==> src/rtl/qenc_pkg.sv <==
package qenc_pkg;
  typedef enum logic [2:0] {
    MODE_FREE0   = 3'b000,
    MODE_ENC_A   = 3'b001,
    MODE_ENC_B   = 3'b010,
    MODE_ENC_AB  = 3'b011,
    MODE_CLEAR   = 3'b100,
    MODE_FREE5   = 3'b101,
    MODE_START   = 3'b110,
    MODE_EXT_CLK = 3'b111
  } slave_mode_e;

  typedef struct packed {
    logic inc;
    logic dec;
    logic clear;
  } step_t;
endpackage

==> src/rtl/qenc_sync.sv <==
module qenc_sync #(
  parameter int N = 3
) (
  input  logic         clk_i,
  input  logic         rst_ni,
  input  logic [N-1:0] raw_i,
  output logic [N-1:0] lvl_o,
  output logic [N-1:0] chg_o,
  output logic [N-1:0] rise_o
);
  for (genvar g = 0; g < N; g++) begin : g_ch
    // [0],[1] synchronizer, [2] previous synchronized level
    logic [2:0] sh_q;
    always_ff @(posedge clk_i or negedge rst_ni) begin
      if (!rst_ni) sh_q <= '0;
      else         sh_q <= {sh_q[1:0], raw_i[g]};
    end
    assign lvl_o[g]  = sh_q[1];
    assign chg_o[g]  = sh_q[1] ^ sh_q[2];
    assign rise_o[g] = sh_q[1] & ~sh_q[2];
  end
endmodule

==> src/rtl/qenc_step_decode.sv <==
module qenc_step_decode
  import qenc_pkg::*;
(
  input  logic  clk_i,
  input  logic  rst_ni,
  input  logic  [2:0] mode_i,
  input  logic  enable_i,
  input  logic  a_lvl_i,
  input  logic  b_lvl_i,
  input  logic  a_chg_i,
  input  logic  b_chg_i,
  input  logic  t_rise_i,
  output step_t step_o
);
  slave_mode_e mode;
  logic        started_q;
  logic        up_a, up_b, up_ab, enc_ok;

  assign mode   = slave_mode_e'(mode_i);
  assign up_a   = a_lvl_i ^ b_lvl_i;
  assign up_b   = ~(a_lvl_i ^ b_lvl_i);
  assign up_ab  = a_chg_i ? up_a : up_b;
  assign enc_ok = enable_i && !(a_chg_i && b_chg_i);

  always_ff @(posedge clk_i or negedge rst_ni) begin
    if (!rst_ni)                 started_q <= 1'b0;
    else if (mode != MODE_START) started_q <= 1'b0;
    else if (t_rise_i)           started_q <= 1'b1;
  end

  always_comb begin
    step_o = '0;
    case (mode)
      MODE_ENC_A: if (enc_ok && a_chg_i) begin
        step_o.inc = up_a;
        step_o.dec = ~up_a;
      end
      MODE_ENC_B: if (enc_ok && b_chg_i) begin
        step_o.inc = up_b;
        step_o.dec = ~up_b;
      end
      MODE_ENC_AB: if (enc_ok && (a_chg_i ^ b_chg_i)) begin
        step_o.inc = up_ab;
        step_o.dec = ~up_ab;
      end
      MODE_CLEAR: begin
        step_o.clear = t_rise_i;
        step_o.inc   = enable_i;
      end
      MODE_START:   step_o.inc = enable_i | started_q;
      MODE_EXT_CLK: step_o.inc = enable_i & t_rise_i;
      default:      step_o.inc = enable_i;
    endcase
  end
endmodule

==> src/rtl/qenc_counter.sv <==
module qenc_counter
  import qenc_pkg::*;
#(
  parameter int W = 16
) (
  input  logic         clk_i,
  input  logic         rst_ni,
  input  step_t        step_i,
  input  logic [W-1:0] reload_i,
  output logic [W-1:0] count_o,
  output logic         dir_o,
  output logic         update_o
);
  logic [W-1:0] cnt_q, cnt_d;
  logic         dir_q, dir_d, upd_q, upd_d;

  always_comb begin
    cnt_d = cnt_q;
    dir_d = dir_q;
    upd_d = 1'b0;
    if (step_i.clear) begin
      cnt_d = '0;
      upd_d = 1'b1;
    end else if (step_i.inc) begin
      dir_d = 1'b0;
      if (cnt_q >= reload_i) begin
        cnt_d = '0;
        upd_d = 1'b1;
      end else begin
        cnt_d = cnt_q + 1'b1;
      end
    end else if (step_i.dec) begin
      dir_d = 1'b1;
      if (cnt_q == '0) begin
        cnt_d = reload_i;
        upd_d = 1'b1;
      end else begin
        cnt_d = cnt_q - 1'b1;
      end
    end
  end

  always_ff @(posedge clk_i or negedge rst_ni) begin
    if (!rst_ni) begin
      cnt_q <= '0;
      dir_q <= 1'b0;
      upd_q <= 1'b0;
    end else begin
      cnt_q <= cnt_d;
      dir_q <= dir_d;
      upd_q <= upd_d;
    end
  end

  assign count_o  = cnt_q;
  assign dir_o    = dir_q;
  assign update_o = upd_q;
endmodule

==> src/rtl/qenc_slave_timer.sv <==
module qenc_slave_timer
  import qenc_pkg::*;
#(
  parameter int CNT_W = 16
) (
  input  logic             clk_i,
  input  logic             rst_ni,
  input  logic             enc_a_i,
  input  logic             enc_b_i,
  input  logic             trig_i,
  input  logic [2:0]       mode_i,
  input  logic [CNT_W-1:0] reload_i,
  input  logic             enable_i,
  output logic [CNT_W-1:0] count_o,
  output logic             dir_o,
  output logic             update_o
);
  localparam int NIN = 3;
  localparam int IA = 0, IB = 1, IT = 2;

  logic [NIN-1:0] lvl, chg, rise;
  step_t          step;

  qenc_sync #(.N(NIN)) u_sync (
    .clk_i (clk_i),
    .rst_ni(rst_ni),
    .raw_i ({trig_i, enc_b_i, enc_a_i}),
    .lvl_o (lvl),
    .chg_o (chg),
    .rise_o(rise)
  );

  qenc_step_decode u_dec (
    .clk_i   (clk_i),
    .rst_ni  (rst_ni),
    .mode_i  (mode_i),
    .enable_i(enable_i),
    .a_lvl_i (lvl[IA]),
    .b_lvl_i (lvl[IB]),
    .a_chg_i (chg[IA]),
    .b_chg_i (chg[IB]),
    .t_rise_i(rise[IT]),
    .step_o  (step)
  );

  qenc_counter #(.W(CNT_W)) u_cnt (
    .clk_i   (clk_i),
    .rst_ni  (rst_ni),
    .step_i  (step),
    .reload_i(reload_i),
    .count_o (count_o),
    .dir_o   (dir_o),
    .update_o(update_o)
  );
endmodule

==> config.mk <==
export PLATFORM = sky130hd
export DESIGN_NAME = qenc_slave_timer
export DESIGN_NICKNAME = d
export VERILOG_FILES = /design/src/rtl/qenc_pkg.sv /design/src/rtl/qenc_sync.sv /design/src/rtl/qenc_step_decode.sv /design/src/rtl/qenc_counter.sv /design/src/rtl/qenc_slave_timer.sv
export SDC_FILE = /design/constraint.sdc
export NUM_CORES = 1
export LEC_CHECK = 0
export ABC_AREA = 0
export BUFFER_PORTS_ARGS = -buffer_cell sky130_fd_sc_hd__buf_2
export CORE_ASPECT_RATIO = 0.75
export CORE_UTILIZATION = 40
export CTS_CLUSTER_DIAMETER = 200
export DETAILED_ROUTE_END_ITERATION = 8
export SKIP_LAST_GASP = 1
export SLEW_MARGIN = 15
export SYNTH_ARGS = -nofsm -noshare
export SYNTH_HDL_FRONTEND = slang
export SYNTH_HIERARCHICAL = 1
export SYNTH_SLANG_ARGS = --single-unit
==> constraint.sdc <==
create_clock -name clk_i -period 4.7 [get_ports clk_i]
set_input_delay 0 -clock clk_i [delete_from_list [all_inputs] [get_ports clk_i]]
set_output_delay 0 -clock clk_i [all_outputs]
set_load 0.02 [all_outputs]
* Word level (Yosys, flattened, before mapping)
Index checks and enable logic that the tools add are counted.
** Operators by class
- $add $sub $neg :: 2
- $lt $le $gt $ge :: 1
- Eq/ne operators :: 7
- Muxes and demuxes :: 21
- Bitwise gates (word level) :: 11
- Reduce and logical (&&, ||, !) cells :: 11
** Operator list (number)
- $mux W16 :: 5
- $add A16 B1 Y16 const B :: 1
- $ge A16 B16 Y1 :: 1
- $logic_not A16 Y1 :: 1
- $sub A16 B1 Y16 const B :: 1
- $mux W1 :: 11
- $eq A3 B3 Y1 const B :: 3
- $eq A3 B2 Y1 const B :: 2
- $mux W2 :: 3
- $logic_and A1 B1 Y1 :: 5
- $pmux W1 S5 :: 1
- $not A1 Y1 :: 4
- $reduce_bool A2 Y1 :: 2
- $xor A1 B1 Y1 :: 4
- $eq A3 B1 Y1 const B :: 1
- $ne A3 B3 Y1 const B :: 1
- $pmux W1 S3 :: 1
- $reduce_bool A3 Y1 :: 1
- $and A1 B1 Y1 :: 2
- $reduce_and A2 Y1 :: 1
- $logic_not A1 Y1 :: 1
- $or A1 B1 Y1 :: 1
** Word-level totals
- Register bits :: 28
- Input port bits :: 25

* Longest topological paths before layout
- Word-level depth :: 10
- Depth in mapped cells :: 16
- Mapped depth without buffers :: 13

* Cells and area by module
The synthesis kept the hierarchy.
** Modules (own cells, without submodules)
- qenc_counter :: times used 1, cells an instance 279, area an instance 2065.7 um^2, seq. area each 450.4 um^2
- qenc_sync :: times used 1, cells an instance 21, area an instance 307.8 um^2, seq. area each 225.2 um^2
- qenc_step_decode :: times used 1, cells an instance 25, area an instance 200.2 um^2, seq. area each 25.0 um^2

* Worst setup path before layout
OpenSTA, ideal clock, no wires.
- Kind :: register to register
- Start :: register u_sync.g_ch[0].sh_q[1]
- End :: register u_cnt.cnt_q[10] (netlist: u_cnt/count_o[10])
- Data arrival time :: 2.971 ns
- Slack :: 1.635 ns
- Stages on the path, launching flop included :: 16
- Buffers on the path :: 3
- Period minus slack after synthesis :: 3.065 ns
- Cell sequence :: dfrtp_1 > ha_1 > inv_1 > ha_1 > nor3b_4 > o2111a_1 > a221oi_2 > o31ai_1 > clkbuf_1 > inv_2 > nor2_1 > nor4bb_1 > clkbuf_1 > nor2_1 > clkbuf_1 > a211oi_1
** RTL lines
- start: declaration :: line qenc_sync.sv:13 : logic [2:0] sh_q;
- start signal: assignment :: line qenc_sync.sv:16 : else sh_q <= {sh_q[1:0], raw_i[g]};
- end signal: assignment :: line qenc_counter.sv:49 : cnt_q <= cnt_d;
- end: declaration :: line qenc_counter.sv:14 : logic [W-1:0] cnt_q, cnt_d;

==> run metrics <==
Hold Path Cell Cnt=3; maximum VDD drop=0.239 mV; Die H=71.3 um; status=finished, final reports clean; max-slew violation count=0; via count=2591; Worst Hold Class=in -> reg; gr ovfl total=0; MaxCap Viol Count=0; TritonCTS Buffers=3; GRT met2 Usage=0.349; Setup Buffers After CTS=0; WL/cell=16.7 um; Multi-input gate area=1640 sq um; Slew headroom=0.478; Tmin final=3460 ps; H-tree levels=1; crit path launch type=register; CTS root buf=clkbuf_8; gr busiest metal=met1; Post-Route WL=7290 um; clock power share=0.104; DP HPWL=5580 um; diodes inserted=0; Ports=43; Fmax=0.289 GHz; effective utilization at floorplan=0.427; Layout Nets=408; number of global-route vias before repair=2391; Final TNS setup=0 ps; Post-Syn Area=2560 sq um; first-pass GRT wire length=12200 um; die area=6730 sq um; gr usage total=0.234; antenna violations before repair=0; clock buffer depth=2; placed cell count=428; DR iter-0 viols=201; P_sw=756 uW; Gate power share=0.587; Die Span X=94.4 um; Post-DRT Antenna Nets=0; crit path kind=reg -> reg; GPL Wtd Cong=0.929; P_leak=0.00135 uW; Worst Reg-to-Reg Cells=13; Post-Synthesis Cells=323; met3 GRT Util=0.0456; Hold Vio Cnt, Final=0; CP Max Fanout=34; fin crit share=0.736; fill count=640; Int Power=708 uW; Non-Filler Instances=437; largest net degree at the start of global routing=35; clock latency on the worst-skew pair=280 ps; most common cell after layout, fill and taps aside=buf_2; CP endpoint kind=register; Reg power frac=0.309; Row Count=24; Warnings, synthesis=6; # hold bufs at CTS=5; drt drc=0; total clock sinks=28; Clock Pin Slew Worst Setup and Hold Paths=100 ps; Design Area, Final=2930 sq um; I/O Buffers=42; syn avg cell area=7.93 sq um; sw frac=0.516; CP Data Required Time=4860 ps; most frequent cells in the layout=buf_2 (42), nand2_1 (32), inv_1 (31), dfrtp_1 (28), nor2_1 (25); PD cells=499 nW/um^2; Area growth, synth to finish=14.5%; Core ar.=6010 sq um; routed vias/inst=5.93; actual slew at the worst max-slew pin=775 ps; final setup vio count=0; CTS tree=done; post_cts resized=0; 1st-pass router iterations=6; register area=701 sq um; Mapped Nets=371; layout cell share with drive strength beyond 1=0.175; Setup Skew=4.07 ps; unrepaired setup endpoints after global routing=no; Critical Path AT=3620 ps; routing usage on met1=0.350; placed cell areas=2830 sq um
## final timing paths
| kind | slack, ps | to | start |
|---|---|---|---|
| min in group asynchronous | 280 | u_sync/g_ch[2].sh_q[0] | rst_ni |
| max reg2reg | 1240 | u_cnt/count_o[6] | u_sync/g_ch[0].sh_q[1] |
| min reg2reg | 360 | u_sync/g_ch[2].sh_q[1] | u_sync/g_ch[2].sh_q[0] |
| max in group asynchronous | 4010 | u_cnt/count_o[14] | rst_ni |
| max | 1240 | u_cnt/count_o[6] | u_sync/g_ch[0].sh_q[1] |
| min | 10 | u_cnt/count_o[10] | reload_i[10] |
## final cells by class
cell class,count,share of cell area
repair buffers,54,0.107
multi-input cells,240,0.560
flip-flops and latches,28,0.239
inverters,33,0.0422
clock buffers,4,0.0188
well taps,78,0.0333
## critical path, cell delays in order, from the launching register on
cell and delay [ps]:
dfrtp_1 420, ha_1 290, inv_1 70, ha_1 230, nor3b_4 250, o2111a_1 250, a221oi_2 100, o31ai_4 100
buf_4 380, nor2_1 120, and2_1 260, nor2_1 480, buf_4 270, o21ai_0 100
## power groups by stage
stage | clock network [uW] | logic (uW) | registers (uW)
2_1_floorplan | 0 | 638 | 428
3_3_place_gp | 0 | 830 | 457
3_5_place_dp | 0 | 837 | 457
4_1_cts | 160 | 845 | 453
5_1_grt | 171 | 947 | 479
6_report | 152 | 859 | 453
## stage by stage
step | util | setup slack, ps | hold WS (ps) | total power (uW)
floorplan | - | 1630 | -296 | 1070
finish | 0.488 | 1240 | 10.7 | 1460
global placement | 0.471 | 1510 | 70.1 | 1290
global route | 0.488 | 1050 | 14.7 | 1600
detailed placement | 0.471 | 1330 | 72.3 | 1290
CTS | 0.488 | 1340 | 0.910 | 1460
## flip-flops by register name (all words and copies together) (netlist names)
register / count
u_sync/g_ch.sh_q: 9
u_dec/started_q: 1
u_cnt/count_o: 16
u_cnt/dir_o: 1
u_cnt/update_o: 1
## layer usage
metal	wire (um)	vias to the layer above
met1	3450	1196
li1	-	1258
met4	96	0
met2	3110	123
met3	634	14
met5	0	-
Note: power is estimated with default switching activity, not from simulation.
